## src/rtl/dfs_pkg.sv

```systemverilog
package dfs_pkg;
    localparam int MAP_DEPTH = 64;
    localparam int IDX_W     = $clog2(MAP_DEPTH);
    localparam int LADDR_W   = 15;
    localparam int ITEM_W    = LADDR_W + 1;
    localparam int NUM_SRC   = 4;
    localparam int SEL_W     = $clog2(NUM_SRC);

    typedef logic [LADDR_W-1:0] laddr_t;
    typedef logic [IDX_W-1:0]   idx_t;

    typedef struct packed {
        logic   eof;
        laddr_t addr;
    } map_item_t;

    typedef enum logic [SEL_W-1:0] {
        SRC_EOC   = 2'd0,
        SRC_PACER = 2'd1,
        SRC_EXT   = 2'd2,
        SRC_TRIG  = 2'd3
    } src_sel_e;

    typedef enum logic {
        ST_IDLE = 1'b0,
        ST_RUN  = 1'b1
    } seq_state_e;

    typedef struct packed {
        logic   rd;
        logic   wr;
        laddr_t addr;
    } bus_cmd_t;

    function automatic map_item_t to_item(input logic [ITEM_W-1:0] raw);
        return map_item_t'(raw);
    endfunction

    function automatic logic is_last(input map_item_t it, input idx_t idx);
        return it.eof || (idx == idx_t'(MAP_DEPTH - 1));
    endfunction
endpackage

```

## src/rtl/dfs_req_sel.sv

```systemverilog
module dfs_req_sel
    import dfs_pkg::*;
#(
    parameter int NSRC = NUM_SRC
) (
    input  logic                    clk,
    input  logic                    rst,
    input  logic [NSRC-1:0]         src_in,
    input  logic [$clog2(NSRC)-1:0] sel,
    output logic                    start
);
    logic [NSRC-1:0] prev_q;
    logic [NSRC-1:0] edge_v;

    for (genvar g = 0; g < NSRC; g++) begin : g_edge
        always_ff @(posedge clk) begin
            if (rst) prev_q[g] <= 1'b0;
            else     prev_q[g] <= src_in[g];
        end
        assign edge_v[g] = src_in[g] & ~prev_q[g];
    end

    assign start = edge_v[sel];

    AST_EDGE_SINGLE: assert property (@(posedge clk) disable iff (rst)
        start |=> !start) else $error("edge held two cycles");
endmodule

```

## src/rtl/dfs_map.sv

```systemverilog
module dfs_map
    import dfs_pkg::*;
#(
    parameter int DEPTH = MAP_DEPTH
) (
    input  logic                     clk,
    input  logic                     wr_en,
    input  logic [$clog2(DEPTH)-1:0] wr_idx,
    input  logic [ITEM_W-1:0]        wr_data,
    input  logic [$clog2(DEPTH)-1:0] rd_idx,
    output map_item_t                rd_item
);
    logic [ITEM_W-1:0] mem_q [DEPTH];

    always_ff @(posedge clk) begin
        if (wr_en) mem_q[wr_idx] <= wr_data;
    end

    assign rd_item = to_item(mem_q[rd_idx]);
endmodule

```

## src/rtl/dfs_seq.sv

```systemverilog
module dfs_seq
    import dfs_pkg::*;
(
    input  logic      clk,
    input  logic      rst,
    input  logic      start,
    input  logic      dma_ack,
    input  map_item_t item,
    output idx_t      idx,
    output logic      dma_req,
    output logic      xfer,
    output logic      overrun
);
    seq_state_e state_q;
    idx_t       idx_q;
    logic       ovr_q;
    logic       last;

    assign last = is_last(item, idx_q);

    always_ff @(posedge clk) begin
        if (rst) begin
            state_q <= ST_IDLE;
            idx_q   <= '0;
            ovr_q   <= 1'b0;
        end else begin
            if (start && state_q == ST_RUN) ovr_q <= 1'b1;
            unique case (state_q)
                ST_IDLE: begin
                    if (start) begin
                        state_q <= ST_RUN;
                        idx_q   <= '0;
                    end
                end
                ST_RUN: begin
                    if (dma_ack) begin
                        if (last) begin
                            state_q <= ST_IDLE;
                            idx_q   <= '0;
                        end else begin
                            idx_q <= idx_q + 1'b1;
                        end
                    end
                end
                default: state_q <= ST_IDLE;
            endcase
        end
    end

    assign idx     = idx_q;
    assign dma_req = (state_q == ST_RUN);
    assign xfer    = dma_req & dma_ack;
    assign overrun = ovr_q;

    AST_IDX_HOLD: assert property (@(posedge clk) disable iff (rst)
        (dma_req && !dma_ack) |=> $stable(idx_q)) else $error("idx moved");
    AST_IDX_STEP: assert property (@(posedge clk) disable iff (rst)
        (xfer && !last) |=> (idx_q == $past(idx_q) + 1'b1)) else $error("idx step");
    AST_FRAME_END: assert property (@(posedge clk) disable iff (rst)
        (xfer && last) |=> (!dma_req && idx_q == '0)) else $error("frame end");
    AST_OVR_STICKY: assert property (@(posedge clk) disable iff (rst)
        overrun |=> overrun) else $error("overrun cleared");
    AST_OVR_SET: assert property (@(posedge clk) disable iff (rst)
        (start && dma_req) |=> overrun) else $error("overrun missed");
endmodule

```

## src/rtl/dfs_bus_mux.sv

```systemverilog
module dfs_bus_mux
    import dfs_pkg::*;
(
    input  logic     clk,
    input  logic     rst,
    input  logic     xfer,
    input  logic     dir_to_mem,
    input  laddr_t   item_addr,
    input  bus_cmd_t host_cmd,
    output bus_cmd_t lb_cmd
);
    bus_cmd_t dma_cmd;

    always_comb begin
        dma_cmd.addr = item_addr;
        dma_cmd.rd   = dir_to_mem;
        dma_cmd.wr   = ~dir_to_mem;
        lb_cmd       = xfer ? dma_cmd : host_cmd;
    end

    AST_ONE_STROBE: assert property (@(posedge clk) disable iff (rst)
        xfer |-> (lb_cmd.rd ^ lb_cmd.wr)) else $error("strobe");
endmodule

```

## src/rtl/dfs_frame_seq.sv

```systemverilog
module dfs_frame_seq
    import dfs_pkg::*;
(
    input  logic                clk,
    input  logic                rst,
    input  logic                map_wr,
    input  logic [IDX_W-1:0]    map_wr_idx,
    input  logic [ITEM_W-1:0]   map_wr_item,
    input  logic [SEL_W-1:0]    src_sel,
    input  logic                src_eoc,
    input  logic                src_pacer,
    input  logic                src_ext,
    input  logic                src_trig,
    input  logic                dir_to_mem,
    output logic                dma_req,
    input  logic                dma_ack,
    input  logic [LADDR_W-1:0]  host_addr,
    input  logic                host_rd,
    input  logic                host_wr,
    output logic [LADDR_W-1:0]  lb_addr,
    output logic                lb_rd,
    output logic                lb_wr,
    output logic                overrun
);
    logic      start;
    logic      xfer;
    idx_t      cur_idx;
    map_item_t cur_item;
    bus_cmd_t  host_cmd;
    bus_cmd_t  lb_cmd;
    logic [NUM_SRC-1:0] src_vec;

    always_comb begin
        src_vec[SRC_EOC]   = src_eoc;
        src_vec[SRC_PACER] = src_pacer;
        src_vec[SRC_EXT]   = src_ext;
        src_vec[SRC_TRIG]  = src_trig;
    end

    dfs_req_sel #(.NSRC(NUM_SRC)) u_sel (
        .clk(clk), .rst(rst), .src_in(src_vec), .sel(src_sel), .start(start)
    );

    dfs_map #(.DEPTH(MAP_DEPTH)) u_map (
        .clk(clk), .wr_en(map_wr), .wr_idx(map_wr_idx), .wr_data(map_wr_item),
        .rd_idx(cur_idx), .rd_item(cur_item)
    );

    dfs_seq u_seq (
        .clk(clk), .rst(rst), .start(start), .dma_ack(dma_ack), .item(cur_item),
        .idx(cur_idx), .dma_req(dma_req), .xfer(xfer), .overrun(overrun)
    );

    assign host_cmd = '{rd: host_rd, wr: host_wr, addr: host_addr};

    dfs_bus_mux u_mux (
        .clk(clk), .rst(rst), .xfer(xfer), .dir_to_mem(dir_to_mem),
        .item_addr(cur_item.addr), .host_cmd(host_cmd), .lb_cmd(lb_cmd)
    );

    assign lb_addr = lb_cmd.addr;
    assign lb_rd   = lb_cmd.rd;
    assign lb_wr   = lb_cmd.wr;

    AST_HOST_PASS: assert property (@(posedge clk) disable iff (rst)
        !dma_req |-> (lb_addr == host_addr)) else $error("host pass");
endmodule

```

## config.mk

```make
export PLATFORM = sky130hd
export DESIGN_NAME = dfs_frame_seq
export DESIGN_NICKNAME = d
export VERILOG_FILES = /design/src/rtl/dfs_pkg.sv /design/src/rtl/dfs_req_sel.sv /design/src/rtl/dfs_map.sv /design/src/rtl/dfs_seq.sv /design/src/rtl/dfs_bus_mux.sv /design/src/rtl/dfs_frame_seq.sv
export SDC_FILE = /design/constraint.sdc
export NUM_CORES = 1
export LEC_CHECK = 0
export ABC_CLOCK_PERIOD_IN_PS = 2800
export BUFFER_PORTS_ARGS = -buffer_cell sky130_fd_sc_hd__buf_2
export CAP_MARGIN = 10
export CELL_PAD_IN_SITES_DETAIL_PLACEMENT = 1
export CELL_PAD_IN_SITES_GLOBAL_PLACEMENT = 1
export CORE_ASPECT_RATIO = 1.2
export CORE_MARGIN = 3
export CORE_UTILIZATION = 29
export DETAILED_ROUTE_END_ITERATION = 12
export MAX_ROUTING_LAYER = met4
export PLACE_DENSITY_LB_ADDON = 0.1
export SYNTH_ARGS = -nofsm -noshare
export SYNTH_HDL_FRONTEND = slang
export SYNTH_SLANG_ARGS = --single-unit
```

## constraint.sdc

```tcl
create_clock -name clk -period 2.8 [get_ports clk]
set_input_delay 0.28 -clock clk [delete_from_list [all_inputs] [get_ports clk]]
set_output_delay 0.28 -clock clk [all_outputs]
set_load 0.01 [all_outputs]
```

==> flow_summary.ini <==
[outcome]
status = complete, but fails checks
violations = negative setup slack

[cts]
clk_pin_slew_ns = 0.06
cts-root-buf = clkbuf_16
cts_sinks = 1042
max-clock-path-buffers = 3
clk_latency_ns = 0.71
cts_tree = yes
htreeDepth = 3
cts_inserted_buffers = 110

[floorplanning]
die_w_um = 345
pin_count = 69
core_mm2 = 0.136
die_area_mm2 = 0.142
fp-row-count = 148
initial_core_util_pct = 29.3
fp.dieH_um = 413

[critical_path]
critPathCaptureType = output pin
crit_type = register to output pin
r2r_setup_slack_ns = -0.15
cp.required_ns = 2.52
worst-r2r-cell-count = 13
critPathMaxFanout = 9
worstPathArrival_ns = 3.68
cp-start-kind = register

[yosys]
yosys.cell_types.count = 42
syn-cell-area_mm2 = 0.0400
ys_seq_area_share_pct = 77.8
synthesis.nets = 1690
avgSynthCellArea_um2 = 24.4
syn_inst = 1639
ys_warn_count = 0
ys_seq_elements = 1042

[power_and_ir_drop]
p_leak_uw = 0.0149
p_per_area_mw_per_mm2 = 676
peakVddDrop_v = 0.000476
power_uw = 33000

[route]
drt_wl_total_um = 120000
dr.first_iter.drc_count = 1720
drt_pass1_iterations = 5
final_antenna_net_count = 0
viasPerCell = 4.89
vias = 18867
wl_per_cell_um = 31.1
drcViolationCount = 0

[sta]
min_period_ns = 3.96
setup_tns_ns = -17.65
worst_pin_slew_ns = 0.932
skew_ns = 0.0193
whs_ns = 0.0629
fmax_mhz = 253
setup_viol = 24
hold_viol_final = 0
rsz0062_at_grt = yes
slew_headroom_pct = 37.9
slew_viol_final = 0
finalCritPeriodShare_pct = 141
setup_ws_ns = -1.16

[placement]
portBuffers = 68
dp_hpwl_um = 71900
postPlaceCellArea_mm2 = 0.0444
gp_congestion = 0.724

[min_path]
hp-start = dma_ack
hold_end = u_seq.dma_req$_SDFF_PP0_
min_path_type = input pin to register
hold_depth = 3

[finish]
layout_commonest_cell = edfxtp_1
area_growth_pct = 22.3
final_layout_size_suffix_gt1_share_pct = 42.5
num-fill-cells = 13107
stdcell_area_mm2 = 0.0489
final_cell_mix = edfxtp_1, mux4_2, buf_4
nNetsFinal = 2011

[grt]
grt_pass1_vias = 20651
track_usage_pct = 17.6
grt_max_degree = 65
grt_pass1_wl_um = 167000
antenna_found_initial = 15
grt.overflow.total = 0

[run]
maxCapViolations = 0
==> kinds of logic (layout without fill, tap and decap cells) <==
kind of cell               after synthesis  after routing  share of synthesized area (%)
DFF                                   1042           1042                           77.8
muxes                                  355            355                           19.3
and+or+nand+nor                        126            126                           1.38
buffers and inverters                   91            507                           1.04
AOI/OAI and AO/OA                       23             23                          0.423
adders and majority gates                1              1                         0.0313
xor gates and xnor gates                 1              1                         0.0219
other                                    0              4                              0
==> cells in the mapped netlist, drive strengths merged <==
| cell type | instances | area [µm²] |
|---|---|---|
| a31oi | 1 | 6.26 |
| a2bb2oi | 1 | 8.76 |
| nor2b | 10 | 62.6 |
| o21ai | 5 | 25.0 |
| clkbuf | 34 | 128 |
| edfxtp | 1024 | 30700 |
| or3b | 1 | 8.76 |
| o221a | 1 | 11.3 |
| mux4 | 330 | 7430 |
| o32a | 1 | 10.0 |
| nand3b | 2 | 15.0 |
| o21a | 1 | 7.51 |
| a221oi | 1 | 8.76 |
| nand2 | 19 | 71.3 |
| a22o | 1 | 8.76 |
| a211o | 1 | 8.76 |
| nor3b | 2 | 15.0 |
| mux2i | 8 | 80.1 |
| or3 | 2 | 12.5 |
| dfxtp | 18 | 360 |
| inv | 6 | 22.5 |
| a221o | 2 | 20.0 |
| mux2 | 17 | 191 |
| nand3 | 9 | 45.0 |
| o21bai | 1 | 7.51 |
| xor2 | 1 | 8.76 |
| nor3 | 3 | 15.0 |
| or2 | 1 | 6.26 |
| ha | 1 | 12.5 |
| buf | 51 | 267 |
| nor2 | 72 | 270 |
| o221ai | 1 | 8.76 |
| a21o | 1 | 7.51 |
| nand4 | 1 | 6.26 |
| a311oi | 1 | 8.76 |
| a21oi | 3 | 15.0 |
| and2 | 1 | 6.26 |
| o22ai | 1 | 6.26 |
| nand2b | 3 | 18.8 |
==> metal layers <==
metal	up-vias	GRT usage (%)	routed length, µm
met1	10611	23.3	52900
li1	7746	-	-
met3	130	1.96	4020
met2	380	29.1	61000
met4	0	4.10	2040
met5	-	-	0
==> final cells by class <==
cell class / count / area (µm²) / share of cell area, %
multi-input combinational: 506 / 8730 / 17.9
sequential: 1042 / 31100 / 63.7
inverter: 6 / 22.5 / 0.0461
timing repair buffer: 294 / 3140 / 6.42
tap: 1800 / 2250 / 4.61
antenna: 4 / 10.0 / 0.0205
clock buffer: 133 / 2920 / 5.98
clock inverter: 74 / 683 / 1.40
==> worst max-delay path, stage by stage (launching register included) <==
cell	delay, ns
dfxtp_4	0.36
buf_6	0.13
buf_12	0.20
buf_6	0.17
mux4_2	0.51
mux4_2	0.59
mux4_2	0.56
mux2_2	0.28
buf_2	0.14
==> worst max path at each step <==
| stage | start | endpoint | slack, ns | cells past startpoint |
|---|---|---|---|---|
| 3_3_place_gp | register | lb_addr[11] | -0.61 | 7 |
| 3_5_place_dp | register | lb_addr[11] | -0.63 | 7 |
| 5_1_grt | register | lb_addr[14] | -1.24 | 8 |
| 2_1_floorplan | register | lb_addr[0] | -0.004 | 7 |
| 4_1_cts | register | lb_addr[6] | -1.25 | 8 |
| 6_report | register | lb_addr[8] | -1.16 | 8 |
==> stage by stage <==
| step | worst slack, ns | cells | utilization, % |
|---|---|---|---|
| after floorplan | -0.00429 | 1639 | - |
| after global placement | -0.609 | 3609 | 32.6 |
| after detailed placement | -0.626 | 3609 | 32.6 |
| after CTS | -1.25 | 3853 | 35.8 |
| after global routing | -1.24 | 3856 | 35.9 |
| final | -1.16 | 3859 | 35.9 |
==> power breakdown <==
group	switching, µW	total [µW]	internal, µW
sequential	27.8	17300	17200
clock	6060	14600	8590
combinational	666	1130	460
==> sequential cells by signal (all words and copies together), names as in the netlist, named ones only <==
signal         flops
u_seq.idx          6
u_sel.prev_q       4
u_map.mem_q     1024
u_seq.overrun      1
u_seq.dma_req      1
==> repair_timing <==
action | in CTS | in global routing
hold buffers | 13 | 0
gates cloned | 5 | 2
pin swaps | 3 | 1
endpoints found under the hold margin | 50 | 0
setup endpoints to repair | 28 | 28
gates resized for setup | 59 | 14
buffers inserted | 20 | 3
No activity file was read; power rests on OpenSTA's default activity.
